--- src/rtl/burst_ecc_pkg.sv ---
`timescale 1ns/1ps
package burst_ecc_pkg;

  // Result of decoding one interleaved group
  typedef enum logic [1:0] {
    DEC_CLEAN  = 2'd0,
    DEC_FIXED  = 2'd1,
    DEC_UNCORR = 2'd2
  } dec_stat_e;

  // Number of Hamming check bits needed to cover gd data bits
  function automatic int par_bits(input int gd);
    int p;
    p = 1;
    while ((1 << p) < gd + p + 1) p++;
    return p;
  endfunction

  function automatic bit is_pow2(input int v);
    return (v > 0) && ((v & (v - 1)) == 0);
  endfunction

  // Codeword position (1-based, skipping check positions) of data bit j
  function automatic int data_pos(input int j);
    int cnt;
    int res;
    cnt = 0;
    res = 0;
    for (int pos = 1; pos < 256; pos++) begin
      if (!is_pow2(pos)) begin
        if (cnt == j) res = pos;
        cnt++;
      end
    end
    return res;
  endfunction

endpackage

--- src/rtl/burst_ecc_grp_enc.sv ---
`timescale 1ns/1ps
module burst_ecc_grp_enc
  import burst_ecc_pkg::*;
#(
  parameter int GD = 11,
  parameter int P  = 4,
  parameter int CW = GD + P + 1
) (
  input  logic [GD-1:0] grp_data,
  output logic [CW-1:0] grp_cw
);

  logic [CW-1:0] tmp;

  always_comb begin
    int j;
    logic par;
    tmp = '0;
    j   = 0;
    // place data bits on the non-power-of-two positions
    for (int pos = 1; pos < CW; pos++) begin
      if (!is_pow2(pos)) begin
        tmp[pos] = grp_data[j];
        j++;
      end
    end
    // check bit i covers every position with bit i set
    for (int i = 0; i < P; i++) begin
      par = 1'b0;
      for (int pos = 1; pos < CW; pos++) begin
        if ((pos & (1 << i)) != 0) par = par ^ tmp[pos];
      end
      tmp[1 << i] = par;
    end
    // position 0 makes the whole codeword even parity
    tmp[0] = ^tmp[CW-1:1];
    grp_cw = tmp;
  end

endmodule

--- src/rtl/burst_ecc_grp_dec.sv ---
`timescale 1ns/1ps
module burst_ecc_grp_dec
  import burst_ecc_pkg::*;
#(
  parameter int GD = 11,
  parameter int P  = 4,
  parameter int CW = GD + P + 1
) (
  input  logic [CW-1:0] grp_cw,
  output logic [GD-1:0] grp_data,
  output dec_stat_e     grp_stat
);

  logic [P-1:0]  syn;
  logic          ovr;
  logic [CW-1:0] fix;

  // syndrome and overall parity
  always_comb begin
    syn = '0;
    for (int pos = 1; pos < CW; pos++) begin
      if (grp_cw[pos]) syn = syn ^ pos[P-1:0];
    end
    ovr = ^grp_cw;
  end

  // classification and single-bit repair
  always_comb begin
    fix      = grp_cw;
    grp_stat = DEC_CLEAN;
    if ((syn != '0) || ovr) begin
      if (!ovr) begin
        grp_stat = DEC_UNCORR;        // even parity, non-zero syndrome
      end else if (int'(syn) >= CW) begin
        grp_stat = DEC_UNCORR;        // points outside the codeword
      end else begin
        grp_stat = DEC_FIXED;
        fix[syn] = ~grp_cw[syn];
      end
    end
  end

  // pull the data bits back out of the repaired codeword
  always_comb begin
    int j;
    grp_data = '0;
    j = 0;
    for (int pos = 1; pos < CW; pos++) begin
      if (!is_pow2(pos)) begin
        grp_data[j] = fix[pos];
        j++;
      end
    end
  end

endmodule

--- src/rtl/burst_ecc_sdp.sv ---
`timescale 1ns/1ps
module burst_ecc_sdp
  import burst_ecc_pkg::*;
#(
  parameter int DATA_W = 32,
  parameter int ADDR_W = 8,
  parameter int NGRP   = 3,
  parameter bit PIPE   = 1'b0,
  localparam int GD      = (DATA_W + NGRP - 1) / NGRP,
  localparam int P       = par_bits(GD),
  localparam int CW      = GD + P + 1,
  localparam int STORE_W = NGRP * CW
) (
  input  logic               clk,
  input  logic               rst_n,
  input  logic               wr_en,
  input  logic [ADDR_W-1:0]  wr_addr,
  input  logic [DATA_W-1:0]  wr_data,
  input  logic               rd_en,
  input  logic [ADDR_W-1:0]  rd_addr,
  output logic [DATA_W-1:0]  rd_data,
  output logic               rd_valid,
  output logic               rd_err,
  output logic               rd_ue,
  output logic               mem_we,
  output logic [ADDR_W-1:0]  mem_waddr,
  output logic [STORE_W-1:0] mem_wdata,
  output logic               mem_re,
  output logic [ADDR_W-1:0]  mem_raddr,
  input  logic [STORE_W-1:0] mem_rdata
);

  logic [NGRP-1:0][GD-1:0] enc_din;
  logic [NGRP-1:0][CW-1:0] enc_cw;
  logic [NGRP-1:0][CW-1:0] dec_cw;
  logic [NGRP-1:0][GD-1:0] dec_dout;
  logic [NGRP-1:0][GD-1:0] raw_d;
  dec_stat_e               dec_stat [NGRP];
  logic [NGRP-1:0]         grp_err;
  logic [NGRP-1:0]         grp_unc;
  logic [NGRP*GD-1:0]      pad_flag;

  logic [STORE_W-1:0]      dec_word;
  logic                    dec_vld;

  // ---------------- write side ----------------
  assign mem_we    = wr_en;
  assign mem_waddr = wr_addr;
  assign mem_re    = rd_en;
  assign mem_raddr = rd_addr;

  for (genvar g = 0; g < NGRP; g++) begin : g_grp
    // split data by index modulo NGRP
    for (genvar j = 0; j < GD; j++) begin : g_bit
      if (NGRP * j + g < DATA_W) begin : g_real
        assign enc_din[g][j]             = wr_data[NGRP*j+g];
        assign rd_data[NGRP*j+g]         = dec_dout[g][j];
        assign pad_flag[g*GD+j]          = 1'b0;
      end else begin : g_pad
        assign enc_din[g][j]             = 1'b0;
        // a padding bit decoding to one means the repair went wrong
        assign pad_flag[g*GD+j]          = dec_dout[g][j];
      end
      assign raw_d[g][j] = dec_cw[g][data_pos(j)];
    end

    // bit-level interleave of the group codewords
    for (genvar k = 0; k < CW; k++) begin : g_ilv
      assign mem_wdata[NGRP*k+g] = enc_cw[g][k];
      assign dec_cw[g][k]        = dec_word[NGRP*k+g];
    end

    burst_ecc_grp_enc #(.GD(GD), .P(P), .CW(CW)) u_enc (
      .grp_data (enc_din[g]),
      .grp_cw   (enc_cw[g])
    );

    burst_ecc_grp_dec #(.GD(GD), .P(P), .CW(CW)) u_dec (
      .grp_cw   (dec_cw[g]),
      .grp_data (dec_dout[g]),
      .grp_stat (dec_stat[g])
    );

    assign grp_err[g] = (dec_stat[g] != DEC_CLEAN);
    assign grp_unc[g] = (dec_stat[g] == DEC_UNCORR);

    AST_UE_PASS:   assert property (@(posedge clk) disable iff (!rst_n)
      (dec_vld && grp_unc[g]) |-> (dec_dout[g] == raw_d[g]));
    AST_CLEAN_SAME: assert property (@(posedge clk) disable iff (!rst_n)
      (dec_vld && !grp_err[g]) |-> (dec_dout[g] == raw_d[g]));
    AST_FIX_ONE:   assert property (@(posedge clk) disable iff (!rst_n)
      (dec_vld && grp_err[g] && !grp_unc[g]) |->
        ($countones(dec_dout[g] ^ raw_d[g]) <= 1));
    AST_ENC_EVEN:  assert property (@(posedge clk) disable iff (!rst_n)
      wr_en |-> ((^enc_cw[g]) == 1'b0));
  end

  // ---------------- read side ----------------
  logic vld1_d, vld1_q;

  always_comb begin
    vld1_d = rd_en;
  end

  always_ff @(posedge clk or negedge rst_n) begin
    if (!rst_n) vld1_q <= 1'b0;
    else        vld1_q <= vld1_d;
  end

  if (PIPE) begin : g_pipe
    logic               vld2_d, vld2_q;
    logic [STORE_W-1:0] word_d, word_q;

    always_comb begin
      vld2_d = vld1_q;
      word_d = word_q;
      if (vld1_q) word_d = mem_rdata;
    end

    always_ff @(posedge clk or negedge rst_n) begin
      if (!rst_n) vld2_q <= 1'b0;
      else        vld2_q <= vld2_d;
    end

    always_ff @(posedge clk) begin
      if (vld1_q) word_q <= word_d;
    end

    assign dec_word = word_q;
    assign dec_vld  = vld2_q;

    AST_LAT_TWO: assert property (@(posedge clk) disable iff (!rst_n)
      rd_valid == $past(rd_en, 2));
  end else begin : g_nopipe
    assign dec_word = mem_rdata;
    assign dec_vld  = vld1_q;

    AST_LAT_ONE: assert property (@(posedge clk) disable iff (!rst_n)
      rd_valid == $past(rd_en));
  end

  assign rd_valid = dec_vld;
  assign rd_err   = dec_vld & (|grp_err);
  assign rd_ue    = dec_vld & ((|grp_unc) | (|pad_flag));

  AST_UE_IN_ERR: assert property (@(posedge clk) disable iff (!rst_n)
    rd_ue |-> rd_err);
  AST_FLAG_IDLE: assert property (@(posedge clk) disable iff (!rst_n)
    !rd_valid |-> (!rd_err && !rd_ue));

endmodule

--- config.mk ---
export PLATFORM = sky130hd
export DESIGN_NAME = burst_ecc_sdp
export DESIGN_NICKNAME = d
export VERILOG_FILES = /design/src/rtl/burst_ecc_pkg.sv /design/src/rtl/burst_ecc_grp_enc.sv /design/src/rtl/burst_ecc_grp_dec.sv /design/src/rtl/burst_ecc_sdp.sv
export SDC_FILE = /design/constraint.sdc
export NUM_CORES = 1
export LEC_CHECK = 0
export ABC_CLOCK_PERIOD_IN_PS = 2950
export BUFFER_PORTS_ARGS = -buffer_cell sky130_fd_sc_hd__buf_2
export CAP_MARGIN = 10
export CORE_MARGIN = 3
export CORE_UTILIZATION = 31
export CTS_CLUSTER_DIAMETER = 80
export DETAILED_ROUTE_END_ITERATION = 7
export PLACE_DENSITY = 0.65
export SLEW_MARGIN = 5
export SYNTH_ARGS = -nofsm -noshare
export SYNTH_HDL_FRONTEND = slang
export SYNTH_SLANG_ARGS = --single-unit
--- constraint.sdc ---
create_clock -name clk -period 2.95 [get_ports clk]
set_clock_uncertainty 0.2 [all_clocks]
set_input_delay 0.295 -clock clk [delete_from_list [all_inputs] [get_ports clk]]
set_output_delay 0.295 -clock clk [all_outputs]
set_load 0.005 [all_outputs]
; After elaboration in Yosys (flattened, before gate mapping)
; Cells that the tools add are included.
; Widths: inputs -> output; s select.
[classes]
order_cmp = 6
n_eq_ne = 3
n_mux = 72
bitwise_logic = 116
n_reduce_logical = 20
[op_table]
columns = cell, n
row1 = $mux 16, 6
row2 = $mux 4, 24
row3 = $xor 1x1->1, 68
row4 = $bwmux 16, 3
row5 = $reduce_xor 16->1, 3
row6 = $reduce_xor 15->1, 3
row7 = $mux 3, 12
row8 = $not 2->2, 18
row9 = $not 3->3, 12
row10 = $mux 2, 12
row11 = $lt 4x5->1 const B, 3
row12 = $bmux 1 s4, 3
row13 = $demux 1 s4, 3
row14 = $ge 4x1->1 const B, 3
row15 = $not 4->4, 3
row16 = $reduce_bool 4->1, 3
row17 = $mux 1, 9
row18 = $not 1->1 const A, 9
row19 = $eq 2x2->1 const B, 3
row20 = $reduce_bool 2->1, 3
row21 = $reduce_or 3->1, 2
row22 = $logic_and 1x1->1, 3
row23 = $logic_or 1x1->1, 3
row24 = $not 1->1, 3
row25 = other kinds (2), 3
[word_totals]
ff_bits = 1
input_bits = 100
output_inout_bits = 101

; Longest topological paths before layout
[depth]
depth_word = 35
mapped_depth = 9

; By module
; A second synthesis with hierarchy kept.
[hier_totals]
hier_cells = 315
hier_area_um2 = 2827.7
[by_module_without_submodules]
columns = mod, instances, cells_each, area_each_um2, seq_area_each_um2
row1 = burst_ecc_grp_enc, 3, 33, 354.1, 0.0
row2 = burst_ecc_grp_dec at g_grp[0].u_dec ..., 2, 58, 454.2, 0.0
row3 = burst_ecc_grp_dec at g_grp[2].u_dec, 1, 74, 646.9, 0.0
row4 = burst_ecc_sdp, 1, 26, 210.2, 25.0

; Least setup slack after synthesis
; OpenSTA, ideal clock, no wires.
[synth_timing]
path_kind = input to output
startpoint = input port mem_rdata[47]
endpoint = output port rd_data[26]
t_arrival_ps = 2215
required_ps = 2455
path_slack_ps = 240
stages = 8
n_path_buf = 1
path_cell_list = buf_4 -> xor2_2 -> xnor2_2 -> xor2_1 -> or3_1 -> a21boi_0 -> o41ai_2 -> mux2_1
[synth_via]
elab_chain_len = 8
elab_cells_between_ends = 15
cone_classes = order compare: 2 / mux: 8 / bitwise: 1 / reduce/logical: 4
[synth_rtl]
columns = element, line_no
row1 = from (decl), burst_ecc_sdp.sv:30  ; input logic [STORE_W-1:0] mem_rdata
row2 = $mux 4, burst_ecc_grp_dec.sv:22  ; if (grp_cw[pos]) syn = syn ^ pos[P-1:0];
row3 = $lt 4x5->1 (implied by the code) / $ge 4x1->1 (equally long branches), burst_ecc_grp_dec.sv:38  ; fix[syn] = ~grp_cw[syn];
row4 = $logic_and 1x1->1 (implied by the code), burst_ecc_grp_dec.sv:38
row5 = $mux 1 (implied by the code), burst_ecc_grp_dec.sv:38
row6 = $demux 1 s4, n/a
row7 = $bwmux 16, burst_ecc_grp_dec.sv:38
row8 = $mux 16, burst_ecc_grp_dec.sv:32  ; if (!ovr) begin
row9 = $mux 16 (*), burst_ecc_grp_dec.sv:31  ; if ((syn != '0) || ovr) begin
row10 = to (decl), burst_ecc_sdp.sv:21  ; output logic [DATA_W-1:0] rd_data,
; Mark *: on every way between the ends. The rest lies on a longest branch, timed or not. The select of a mux whose other input is x is not followed.

; Worst setup path after layout
; Same ends and word-level chain as after synthesis.

==> Implementation_results.wiki <==
{| class="wikitable"
! Metric !! Value
|-
| Result of the run || finished clean
|-
| Antenna fix cells || 0
|-
| Final setup TNS || 0 ns
|-
| Pin count of the biggest net entering global routing || 19
|-
| Count of filler cells inserted in the layout || 1015
|-
| Synth Area per Inst || 7.68 sq um
|-
| Port bufs || 165
|-
| Post-placement cell count || 690
|-
| Io pins || 201
|-
| Overall routing resource usage || 0.148
|-
| Most frequent cells in the layout || sky130_fd_sc_hd__buf_2, sky130_fd_sc_hd__xnor2_1, sky130_fd_sc_hd__nand2_1, sky130_fd_sc_hd__xor2_1, sky130_fd_sc_hd__buf_4
|-
| Required @ worst endpoint || 2.46 ns
|-
| Count of nets left with antenna violations after detail routing || 0
|-
| Global-route wire length before repair || 14700 microns
|-
| Placeable core region || 10000 sq um
|-
| DRT Wirelength || 9720 microns
|-
| Sequential cell area fraction in the yosys report || 0.00763
|-
| Largest register FFs || 1
|-
| Drt first-iter violations || 138
|-
| Crit-path leading delay family || buffers and inverters
|-
| Total Die Area || 11800 sq um
|-
| Prevailing post-synth register cell || sky130_fd_sc_hd__dfrtp_1
|-
| Hold violation total from the final report || 0
|-
| Number of iterations in the first detailed-routing pass || 4
|-
| Slew at the pin closest to its max-slew limit || 0.547 ns
|-
| Signed area change from the synthesized netlist to the final layout || 27.7%
|-
| Post-Syn Instances || 427
|-
| Buf+Inv Stages, Crit Path || 4
|-
| Number of max-slew violations in the final report || 0
|-
| Commonest non-fill, non-tap cell in the layout || sky130_fd_sc_hd__buf_2
|-
| Total of flip-flops plus latches after synthesis || 1
|-
| Final Instance Count excl. Fillers || 691
|-
| Detailed Place HPWL || 8480 microns
|-
| MaxCap Viol Count || 0
|-
| Cell type of the slowest stage on the worst timing path || sky130_fd_sc_hd__or3_1
|-
| Cell Chain, Critical Path || buf_2 > buf_6 > inv_1 > xnor2_1 > xnor2_1 > or3_1 > a21boi_1 > o41ai_4 > mux2_1 > buf_2
|-
| Row cnt || 36
|-
| Detailed-route wire length per cell || 14.1 microns
|-
| Setup repair after global routing missed its margin || false
|-
| Synthesized area || 3280 sq um
|-
| Setup Viol. Count Final || 0
|-
| Critical path class || input pin to output pin
|-
| Clock-pin slew of the registers on the worst-case setup and hold paths || 0 ns
|-
| Startpoint type of the worst setup path || input pin
|-
| Count of cell types in the netlist || 56
|-
| Launching element of the worst setup path || mem_rdata[47]
|-
| Capture point of the critical path || rd_data[26]
|-
| Post-route fraction of the period consumed by the critical path || 0.971
|-
| DRC violations left || 0
|-
| Signal arrival time at the worst endpoint || 2.37 ns
|-
| Minimum hold slack || 0.221 ns
|-
| Count of vias placed by the detailed router || 3323
|-
| Tmin final || 2.86 ns
|-
| Total non-filler cell area in the finished layout || 4190 sq um
|-
| Classification of the worst-slack hold path || input pin to flop
|-
| GRT overflow || 0
|-
| Vertical die dimension || 109 microns
|-
| Final nets || 660
|-
| Highest attainable clock frequency || 0.349 GHz
|-
| Highest net fanout along the worst path || 18
|-
| Static Leakage || 0.00182 uW
|-
| Die extent in x || 109 microns
|-
| Initial antenna violation count || 0
|-
| Placer's final routability congestion estimate || 0.863
|-
| Total number of cells along the worst setup path || 10
|-
| Util after Layout || 0.417
|-
| Endpoint type of the worst setup path || output pin
|-
| Placed instance area || 4050 sq um
|-
| Average vias per placed instance || 4.81
|-
| Syn. warnings || 0
|-
| Headroom to the max-slew limit || 0.634
|-
| Syn Nets || 527
|-
| Via count of the first global-routing pass || 3164
|-
| Ratio of total power to cell area || 406 nW/um^2
|-
| Stage delay of the slowest cell on the critical path || 0.34 ns
|-
| Count of flip-flops with a built-in enable after synthesis || 0
|-
| Fraction of final layout cells with drive strength greater than 1 || 0.418
|-
| Maximum VDD drop || 0.000151 V
|-
| Share of flip-flops with an asynchronous set or reset || 1.00
|-
| Initial standard-cell utilization of the core || 0.326
|}
-- Yosys cell counts, drive strengths merged (2+ instances only) --
| master | n | area (sq um) |
|---|---|---|
| xnor2 | 120 | 1130 |
| buf | 58 | 427 |
| nand2 | 48 | 180 |
| xor2 | 37 | 339 |
| nor2 | 25 | 93.8 |
| mux2 | 17 | 191 |
| nand3 | 11 | 55.1 |
| nor3 | 10 | 50.1 |
| clkbuf | 8 | 30.0 |
| a21oi | 7 | 35.0 |
| o21ai | 7 | 35.0 |
| o22ai | 7 | 43.8 |
| mux2i | 5 | 50.1 |
| a31oi | 4 | 25.0 |
| nand2b | 4 | 25.0 |
| nor2b | 4 | 25.0 |
| xnor3 | 4 | 90.1 |
| a211oi | 3 | 22.5 |
| a21boi | 3 | 22.5 |
| inv | 3 | 11.3 |
| o2111ai | 3 | 26.3 |
| xor3 | 3 | 72.6 |
| a211o | 2 | 17.5 |
| a22oi | 2 | 15.0 |
| and2 | 2 | 12.5 |
| maj3 | 2 | 21.3 |
| nor4 | 2 | 12.5 |
| o211ai | 2 | 15.0 |
| o21a | 2 | 15.0 |
| o31ai | 2 | 15.0 |
| o41ai | 2 | 25.0 |
| or2 | 2 | 12.5 |
| or3 | 2 | 12.5 |
-- timing repair --
action / 4_1_cts / 5_1_grt
setup buffers: 0 / 0
endpoints found under the setup margin: 4 / 8
hold buffers: 1 / 0
pin swaps: 0 / 2
endpoints found under the hold margin: 1 / 0
resized for setup: 1 / 20
-- report_power, final --
| part | leakage [uW] | total [uW] | switching [uW] | internal, uW |
|---|---|---|---|---|
| clock network | 0 | 0 | 0 | 0 |
| registers | 0.0000117 | 15.2 | 0.554 | 14.7 |
| logic | 0.00180 | 1680 | 877 | 806 |
| total | 0.00182 | 1700 | 878 | 821 |
-- worst min path at each step --
stage / from / to / slack, ns / cells after the start
global placement: rst_n / rd_valid$_DFF_PN0_ / -0.13 / 1
floorplan: rst_n / rd_valid$_DFF_PN0_ / -0.20 / 0
global route: rd_en / rd_valid$_DFF_PN0_ / 0.23 / 1
finish: rd_en / rd_valid$_DFF_PN0_ / 0.22 / 1
detailed placement: rst_n / rd_valid$_DFF_PN0_ / -0.13 / 1
CTS: rd_en / rd_valid$_DFF_PN0_ / 0.22 / 1
-- area by class of cell --
cell class / instances / area (sq um) / area share
Inverter: 3 / 11.3 / 0.00269
Tap cell: 133 / 166 / 0.0397
Multi-Input combinational cell: 357 / 2890 / 0.691
Sequential cell: 1 / 25.0 / 0.00598
Timing Repair Buffer: 197 / 1090 / 0.261
-- layer usage --
layer | track usage | vias to the layer above | part of all wire
li1 | - | 1649 | -
met1 | 0.197 | 1509 | 0.42
met2 | 0.274 | 157 | 0.50
met3 | 0.0107 | 8 | 0.075
met4 | 0.00812 | 0 | 0.0049
met5 | 0 | - | 0
-- metrics by stage --
step           power, uW  worst slack (ns)
2_1_floorplan       1120             0.240
3_3_place_gp        1620            0.0131
3_5_place_dp        1640          -0.00306
4_1_cts             1650            0.0134
5_1_grt             1870           0.00300
6_report            1700            0.0855
-- logic make-up after synthesis --
logic type	after synthesis	synth area share
xor gates and xnor gates	164	0.496
other	1	0.00114
AOI/OAI and AO/OA	55	0.119
buffers and inverters	69	0.143
and+or+nand+nor	113	0.153
adders and majority gates	2	0.00649
muxes	22	0.0736
DFF	1	0.00763
Note: power is estimated with default switching activity, not from simulation.
